`src/rtl/magcmp_pkg.sv`:
```
// Shared types for the magnitude comparator slice.
// Assumes: nothing beyond standard SystemVerilog.
package magcmp_pkg;
    typedef enum logic {
        CMP_UNSIGNED = 1'b0,
        CMP_SIGNED   = 1'b1
    } cmp_mode_e;

    typedef struct packed {
        logic gt;
        logic lt;
    } cmp_flags_t;
endpackage

```
`src/rtl/p_hold.sv`:
```
// Holding stage for the P operand. It behaves like a transparent latch built
// from a clocked register: with le high the output follows d at once and the
// register tracks d. With le low the output is the value captured at the last
// edge where le was high.
// Assumes: synchronous active-low reset, which clears the held value.
module p_hold #(
    parameter int WIDTH = 8
) (
    input  logic             clk,
    input  logic             rst_n,
    input  logic             le,
    input  logic [WIDTH-1:0] d,
    output logic [WIDTH-1:0] q
);
    logic [WIDTH-1:0] held_r;

    // Capture the operand while enabled; clear on reset.
    always_ff @(posedge clk) begin
        if (!rst_n)
            held_r <= '0;
        else if (le)
            held_r <= d;
    end

    // Transparent path while enabled, stored word otherwise.
    always_comb begin
        q = le ? d : held_r;
    end
endmodule

```
`src/rtl/word_order.sv`:
```
// Orders two words and returns above/below flags. In signed mode, both sign
// bits are inverted, which maps two's-complement order onto unsigned order.
// Assumes: both operands have the same width, and WIDTH >= 2.
module word_order
    import magcmp_pkg::*;
#(
    parameter int WIDTH = 8
) (
    input  logic [WIDTH-1:0] a,
    input  logic [WIDTH-1:0] b,
    input  logic             mode,
    output cmp_flags_t       flags
);
    localparam int MSB = WIDTH - 1;

    cmp_mode_e        mode_e;
    logic [WIDTH-1:0] a_biased;
    logic [WIDTH-1:0] b_biased;

    // Bias the sign bit when the signed reading is selected.
    always_comb begin
        mode_e   = cmp_mode_e'(mode);
        a_biased = a;
        b_biased = b;
        if (mode_e == CMP_SIGNED) begin
            a_biased[MSB] = ~a[MSB];
            b_biased[MSB] = ~b[MSB];
        end
    end

    // Unsigned order on the biased words.
    always_comb begin
        flags.gt = (a_biased > b_biased);
        flags.lt = (a_biased < b_biased);
    end
endmodule

```
`src/rtl/cascade_merge.sv`:
```
// Merges local flags with the flags from a less significant slice. A local
// difference decides the result. On local equality the cascade flags pass
// through unchanged, including the illegal pair where both are high.
// Assumes: the local flags are never both high.
module cascade_merge
    import magcmp_pkg::*;
(
    input  cmp_flags_t local_f,
    input  cmp_flags_t casc_f,
    output cmp_flags_t out_f
);
    logic differ;

    // Select the local decision when present, else forward the cascade.
    always_comb begin
        differ = local_f.gt | local_f.lt;
        out_f  = differ ? local_f : casc_f;
    end
endmodule

```
`src/rtl/mag_cmp_slice.sv`:
```
// One cascadable comparator slice. The P operand goes through the holding
// stage, the words are ordered in the chosen mode, and the result is merged
// with the cascade inputs.
// Assumes: in a chain only the top slice uses signed mode, and the lowest
// slice has its cascade inputs tied low.
module mag_cmp_slice
    import magcmp_pkg::*;
#(
    parameter int WIDTH = 8
) (
    input  logic             clk,
    input  logic             rst_n,
    input  logic [WIDTH-1:0] p_in,
    input  logic [WIDTH-1:0] q_in,
    input  logic             p_le,
    input  logic             arith_mode,
    input  logic             gt_in,
    input  logic             lt_in,
    output logic             gt_out,
    output logic             lt_out
);
    logic [WIDTH-1:0] p_eff;
    cmp_flags_t       local_f;
    cmp_flags_t       casc_f;
    cmp_flags_t       out_f;

    p_hold #(.WIDTH(WIDTH)) hold_i (
        .clk  (clk),
        .rst_n(rst_n),
        .le   (p_le),
        .d    (p_in),
        .q    (p_eff)
    );

    word_order #(.WIDTH(WIDTH)) order_i (
        .a    (p_eff),
        .b    (q_in),
        .mode (arith_mode),
        .flags(local_f)
    );

    // Pack the cascade inputs into the flag type.
    always_comb begin
        casc_f.gt = gt_in;
        casc_f.lt = lt_in;
    end

    cascade_merge merge_i (
        .local_f(local_f),
        .casc_f (casc_f),
        .out_f  (out_f)
    );

    // Drive the decision outputs.
    always_comb begin
        gt_out = out_f.gt;
        lt_out = out_f.lt;
    end
endmodule

```
`config.mk`:
```
export PLATFORM = sky130hd
export DESIGN_NAME = mag_cmp_slice
export DESIGN_NICKNAME = d
export VERILOG_FILES = /design/src/rtl/magcmp_pkg.sv /design/src/rtl/p_hold.sv /design/src/rtl/word_order.sv /design/src/rtl/cascade_merge.sv /design/src/rtl/mag_cmp_slice.sv
export SDC_FILE = /design/constraint.sdc
export NUM_CORES = 1
export LEC_CHECK = 0
export ABC_AREA = 1
export BUFFER_PORTS_ARGS = -buffer_cell sky130_fd_sc_hd__buf_2
export CORE_AREA = 3 3 40 42
export DETAILED_ROUTE_END_ITERATION = 8
export DIE_AREA = 0 0 43 45
export PLACE_DENSITY = 0.71
export RECOVER_POWER = 25
export SETUP_SLACK_MARGIN = 0.05
export SLEW_MARGIN = 10
export SYNTH_ARGS = -nofsm -noshare
export SYNTH_HDL_FRONTEND = slang
export SYNTH_SLANG_ARGS = --single-unit
```
`constraint.sdc`:
```
create_clock -name clk -period 1.8 [get_ports clk]
set_input_delay 0.09 -clock clk [delete_from_list [all_inputs] [get_ports clk]]
set_output_delay 0.09 -clock clk [all_outputs]
set_load 0.005 [all_outputs]
```
After elaboration in Yosys (flattened, before gate mapping):

Index checks and enable logic that the tools add are counted.

* $lt $le $gt $ge: 2
* mux-type cells: 4
* bitwise gates (word level): 3

Operators by type and width (count)
* > comparator 8 bit: 1
* < comparator 8 bit: 1
* 2-to-1 mux 8 bit: 1
* 2-to-1 mux 1 bit: 2
* 2-to-1 mux 2 bit: 1
* inverter 1 bit: 2
* bitwise OR 1 bit: 1

* input port bits: 22
* bits in registers: 8
* word-level logic and storage cells: 10
* output and inout port bits: 2

Logic depth before layout (Yosys ltp):

* word-level depth: 6
* depth in mapped cells: 12
* depth with buffers taken out: 11

Hierarchy:

A second synthesis with hierarchy kept.

* cells, all modules: 117
* area, all modules: 666.9 µm²

Modules (own cells, without submodules)
* p_hold: area each 394.1 µm², times used 1, cells an instance 67
* word_order: area each 250.2 µm², times used 1, cells an instance 44
* cascade_merge: area each 22.5 µm², times used 1, cells an instance 6

Least setup slack after synthesis:

OpenSTA, ideal clock, no wires.

* path kind: register to output
* start point: register hold_i.held_r[7]
* end point: output gt_out
* arrival time: 1.268 ns
* cell stages (with the launch flop): 8
* setup slack: 0.442 ns
* required time: 1.710 ns
* cells stage by stage: dfxtp_1 -> mux2i_2 -> xnor2_1 -> ha_1 -> nand2_1 -> nor2_1 -> nand2_1 -> a21oi_1

* longest elaborated chain between the ends: 6
* elaborated cells on any way between the ends: 7

Ends and longest elaborated chain
* start, declared: RTL line p_hold.sv:15 `logic [WIDTH-1:0] held_r;`
* start signal, assigned: RTL line p_hold.sv:20 `held_r <= '0;`
* start signal, assigned: RTL line p_hold.sv:22 `held_r <= d;`
* 2-to-1 mux 8 bit *: RTL line p_hold.sv:27 `q = le ? d : held_r;`
* inverter 1 bit: RTL line word_order.sv:26 `a_biased[MSB] = ~a[MSB];`
* 2-to-1 mux 1 bit *: RTL line word_order.sv:25 `if (mode_e == CMP_SIGNED) begin`
* > comparator 8 bit / < comparator 8 bit (equally long branches): RTL line word_order.sv:33, word_order.sv:34
* bitwise OR 1 bit: RTL line cascade_merge.sv:16 `differ = local_f.gt | local_f.lt;`
* 2-to-1 mux 2 bit *: RTL line cascade_merge.sv:17 `out_f = differ ? local_f : casc_f;`
* end, declared: RTL line mag_cmp_slice.sv:19 `output logic gt_out,`

Every way passes the cells marked *; elsewhere a longest branch is shown, timed or not.

Worst setup path after layout:

* start point: register hold_i.held_r[7]
* end point: output lt_out

* longest elaborated chain between the ends: 6
* elaborated cells on any way between the ends: 7

Ends and longest elaborated chain
* 2-to-1 mux 8 bit *: RTL line p_hold.sv:27
* inverter 1 bit: RTL line word_order.sv:26
* 2-to-1 mux 1 bit *: RTL line word_order.sv:25
* > comparator 8 bit / < comparator 8 bit (equally long branches): RTL line word_order.sv:33, word_order.sv:34
* bitwise OR 1 bit: RTL line cascade_merge.sv:16
* 2-to-1 mux 2 bit *: RTL line cascade_merge.sv:17
* end, declared: RTL line mag_cmp_slice.sv:20 `output logic lt_out`

Marks and branches as above.

==> results.py <==
metrics = {
    "final_layout": {
        "nets": 138,
        "multiInputGateArea_um2": 358,
        "seq_area_um2": 160,
        "largestRegisters": "hold_i.held_r x8",
        "final_common_cell": "nand2_1",
        "stdcell_area_um2": 727,
        "num-fill-cells": 139,
        "syn_to_final_growth_pct": 31.4,
        "top_register": "hold_i.held_r",
        "antenna-diode-count": 0,
        "largest_reg_flops": 8,
        "layout_common_cells": "nand2_1 (28), buf_2 (23), inv_1 (12)",
        "drive_above_1_share_pct": 32.1,
    },
    "worst_hold_path": {
        "whs_path_depth": 3,
        "hold_end": "hold_i.held_r[4]$_SDFF_PN0_",
        "min-delay-start": "p_in[4]",
        "hp-class": "in -> reg",
    },
    "placed_design": {
        "place_area_um2": 676,
        "dp_hpwl_um": 937,
        "port_buffers": 23,
        "place.gp.congestion": 0.710,
    },
    "global_route": {
        "grt_max_degree": 10,
        "grt_pass1_vias": 498,
        "grt_usage_pct": 12.9,
        "use_met3_pct": 5.18,
        "grt_first_pass_wirelength_um": 1890,
        "met2_usage_pct": 23.4,
        "grt.busiest_layer": "met2",
        "gr-total-overflow": 0,
        "grt_antenna_before_repair": 0,
        "met1_usage_pct": 14.8,
    },
    "sta": {
        "drv_slew": 0,
        "tns_ns": 0,
        "tightest_slew_ns": 0.251,
        "final_hold_viol_count": 0,
        "fin_worst_skew_ns": 0,
        "period_share_pct": 97.9,
        "maxSlewHeadroom_pct": 83.2,
        "rsz0062_at_grt": "yes",
        "fmax_mhz": 568,
        "setup_violations": 0,
        "final.min_clock_period_ns": 1.76,
    },
    "worst_setup_path": {
        "path_class": "reg -> out",
        "reg2reg_from": "hold_i.held_r[7]$_SDFF_PN0_",
        "arrival_ns": 1.67,
        "critPathMaxFanout": 2,
        "worst_r2r_endpoint": "hold_i.held_r[7]$_SDFF_PN0_",
        "r2r_cells": 3,
        "start_kind": "flip-flop",
        "rrSetupSlack_ns": 1.03,
        "cp.required_ns": 1.71,
        "setup.worst_path.end_class": "primary output",
    },
    "drt": {
        "vias": 552,
        "postRouteAntennaNets": 0,
        "first_pass_iters": 2,
        "drc": 0,
        "wl_per_cell_um": 9.19,
        "drt_iter0_drc": 6,
        "viasPerCell": 4.56,
        "drt_wl_total_um": 1110,
    },
    "synthesis": {
        "ys_seq_area_share_pct": 29.0,
        "syn_inst": 80,
        "syn_area_per_cell_um2": 6.91,
        "synthDistinctLibCells": 13,
        "synth_area_um2": 553,
        "syn_nets": 110,
        "synth_seq_cells": 8,
        "synth_warnings": 0,
    },
    "flow_run": {
        "cap_violations": 0,
    },
    "die": {
        "io_pins": 24,
        "die-height_um": 45,
        "floorplan.initialDensity_pct": 43.0,
        "die_x_um": 43,
        "die_area_um2": 1940,
        "core_um2": 1280,
        "num_rows": 13,
    },
    "clock_network": {
        "cts_inserted_buffers": 3,
        "clockBufferDepth": 2,
        "clk_latency_ns": 0.25,
        "clk_pin_slew_ns": 0.05,
        "cts.sink_count": 8,
        "cts_hold_buf": 0,
        "cts_tree": "built",
        "root_buffer": "clkbuf_4",
        "htree_levels": 1,
    },
    "status": {
        "status": "finished clean",
    },
    "power": {
        "power_density_nw_per_um2": 647,
        "total_power_mw": 0.470,
        "max-vdd-ir-drop_v": 0.000440,
        "power_leakage_nw": 0.432,
    },
}
## synthesized netlist by cell type
cell type,n,area (um^2)
nand2_1,29,109
inv_1,12,45.0
a21oi_1,9,45.0
dfxtp_1,8,160
ha_1,8,100
nor2_1,6,22.5
xnor2_1,2,17.5
a21o_1,1,7.51
buf_6,1,11.3
mux2i_1,1,10.0
mux2i_2,1,13.8
nand3_1,1,5.00
nand4_1,1,6.26
## metal layers
| metal | vias to the layer above | wire [um] |
|---|---|---|
| li1 | 306 | - |
| met1 | 229 | 473 |
| met2 | 17 | 551 |
| met3 | 0 | 86 |
| met4 | 0 | 0 |
| met5 | - | 0 |
## kinds of logic (layout without fill, tap and decap cells)
kind of cell | Yosys count | count (layout) | share of synthesized area [%]
compound gates | 10 | 10 | 9.50
xor+xnor | 2 | 2 | 3.17
fa+ha+maj | 8 | 8 | 18.1
buf+inv | 13 | 39 | 10.2
flops | 8 | 8 | 29.0
mux | 2 | 2 | 4.30
simple gates | 37 | 37 | 25.8
## what timing repair did
item / CTS / global route
pin swaps: 6 / 0
resized for setup: 5 / 2
setup buffers: 1 / 0
setup endpoints to repair: 2 / 2
## report_power, final
group          total [mW]  internal (mW)  switching [mW]
clock network       0.136         0.0762          0.0597
logic               0.145         0.0685          0.0761
registers           0.190          0.187         0.00264
total               0.470          0.332           0.139
## worst max path at each step
stage | start | endpoint | slack (ns) | cells after the start
after floorplan | hold_i.held_r[7]$_SDFF_PN0_ | gt_out | 0.44 | 7
after global placement | p_le | gt_out | 0.21 | 10
after detailed placement | p_le | gt_out | 0.15 | 10
after CTS | hold_i.held_r[7]$_SDFF_PN0_ | gt_out | 0.03 | 9
after global routing | hold_i.held_r[7]$_SDFF_PN0_ | lt_out | -0.12 | 9
final | hold_i.held_r[7]$_SDFF_PN0_ | lt_out | 0.04 | 9
## final cells by class
cell class	instances	share of cell area, %
Inverter	12	6.20
Timing Repair Buffer	24	16.9
Clock buffer	3	3.10
Multi-Input combinational cell	59	49.2
Sequential cell	8	22.0
Tap cell	15	2.58
## worst max-delay path: stages, from the launching register on
cell	delay [ns]
dfxtp_1	0.30
mux2i_2	0.18
xnor2_1	0.14
ha_1	0.27
nand2_2	0.11
nor2_2	0.05
nor2_2	0.14
nand2_1	0.07
nand2_1	0.05
buf_2	0.10
## stage by stage
step                cells  hold slack (ns)  util [%]  setup slack [ns]
global placement      117            0.371      52.6             0.212
CTS                   121            0.100      56.1            0.0296
finish                121            0.109      56.6            0.0387
floorplan              80            0.253         -             0.442
global route          121            0.112      56.6            -0.115
detailed placement    117            0.373      52.6             0.151
No activity file was read; power rests on OpenSTA's default activity.
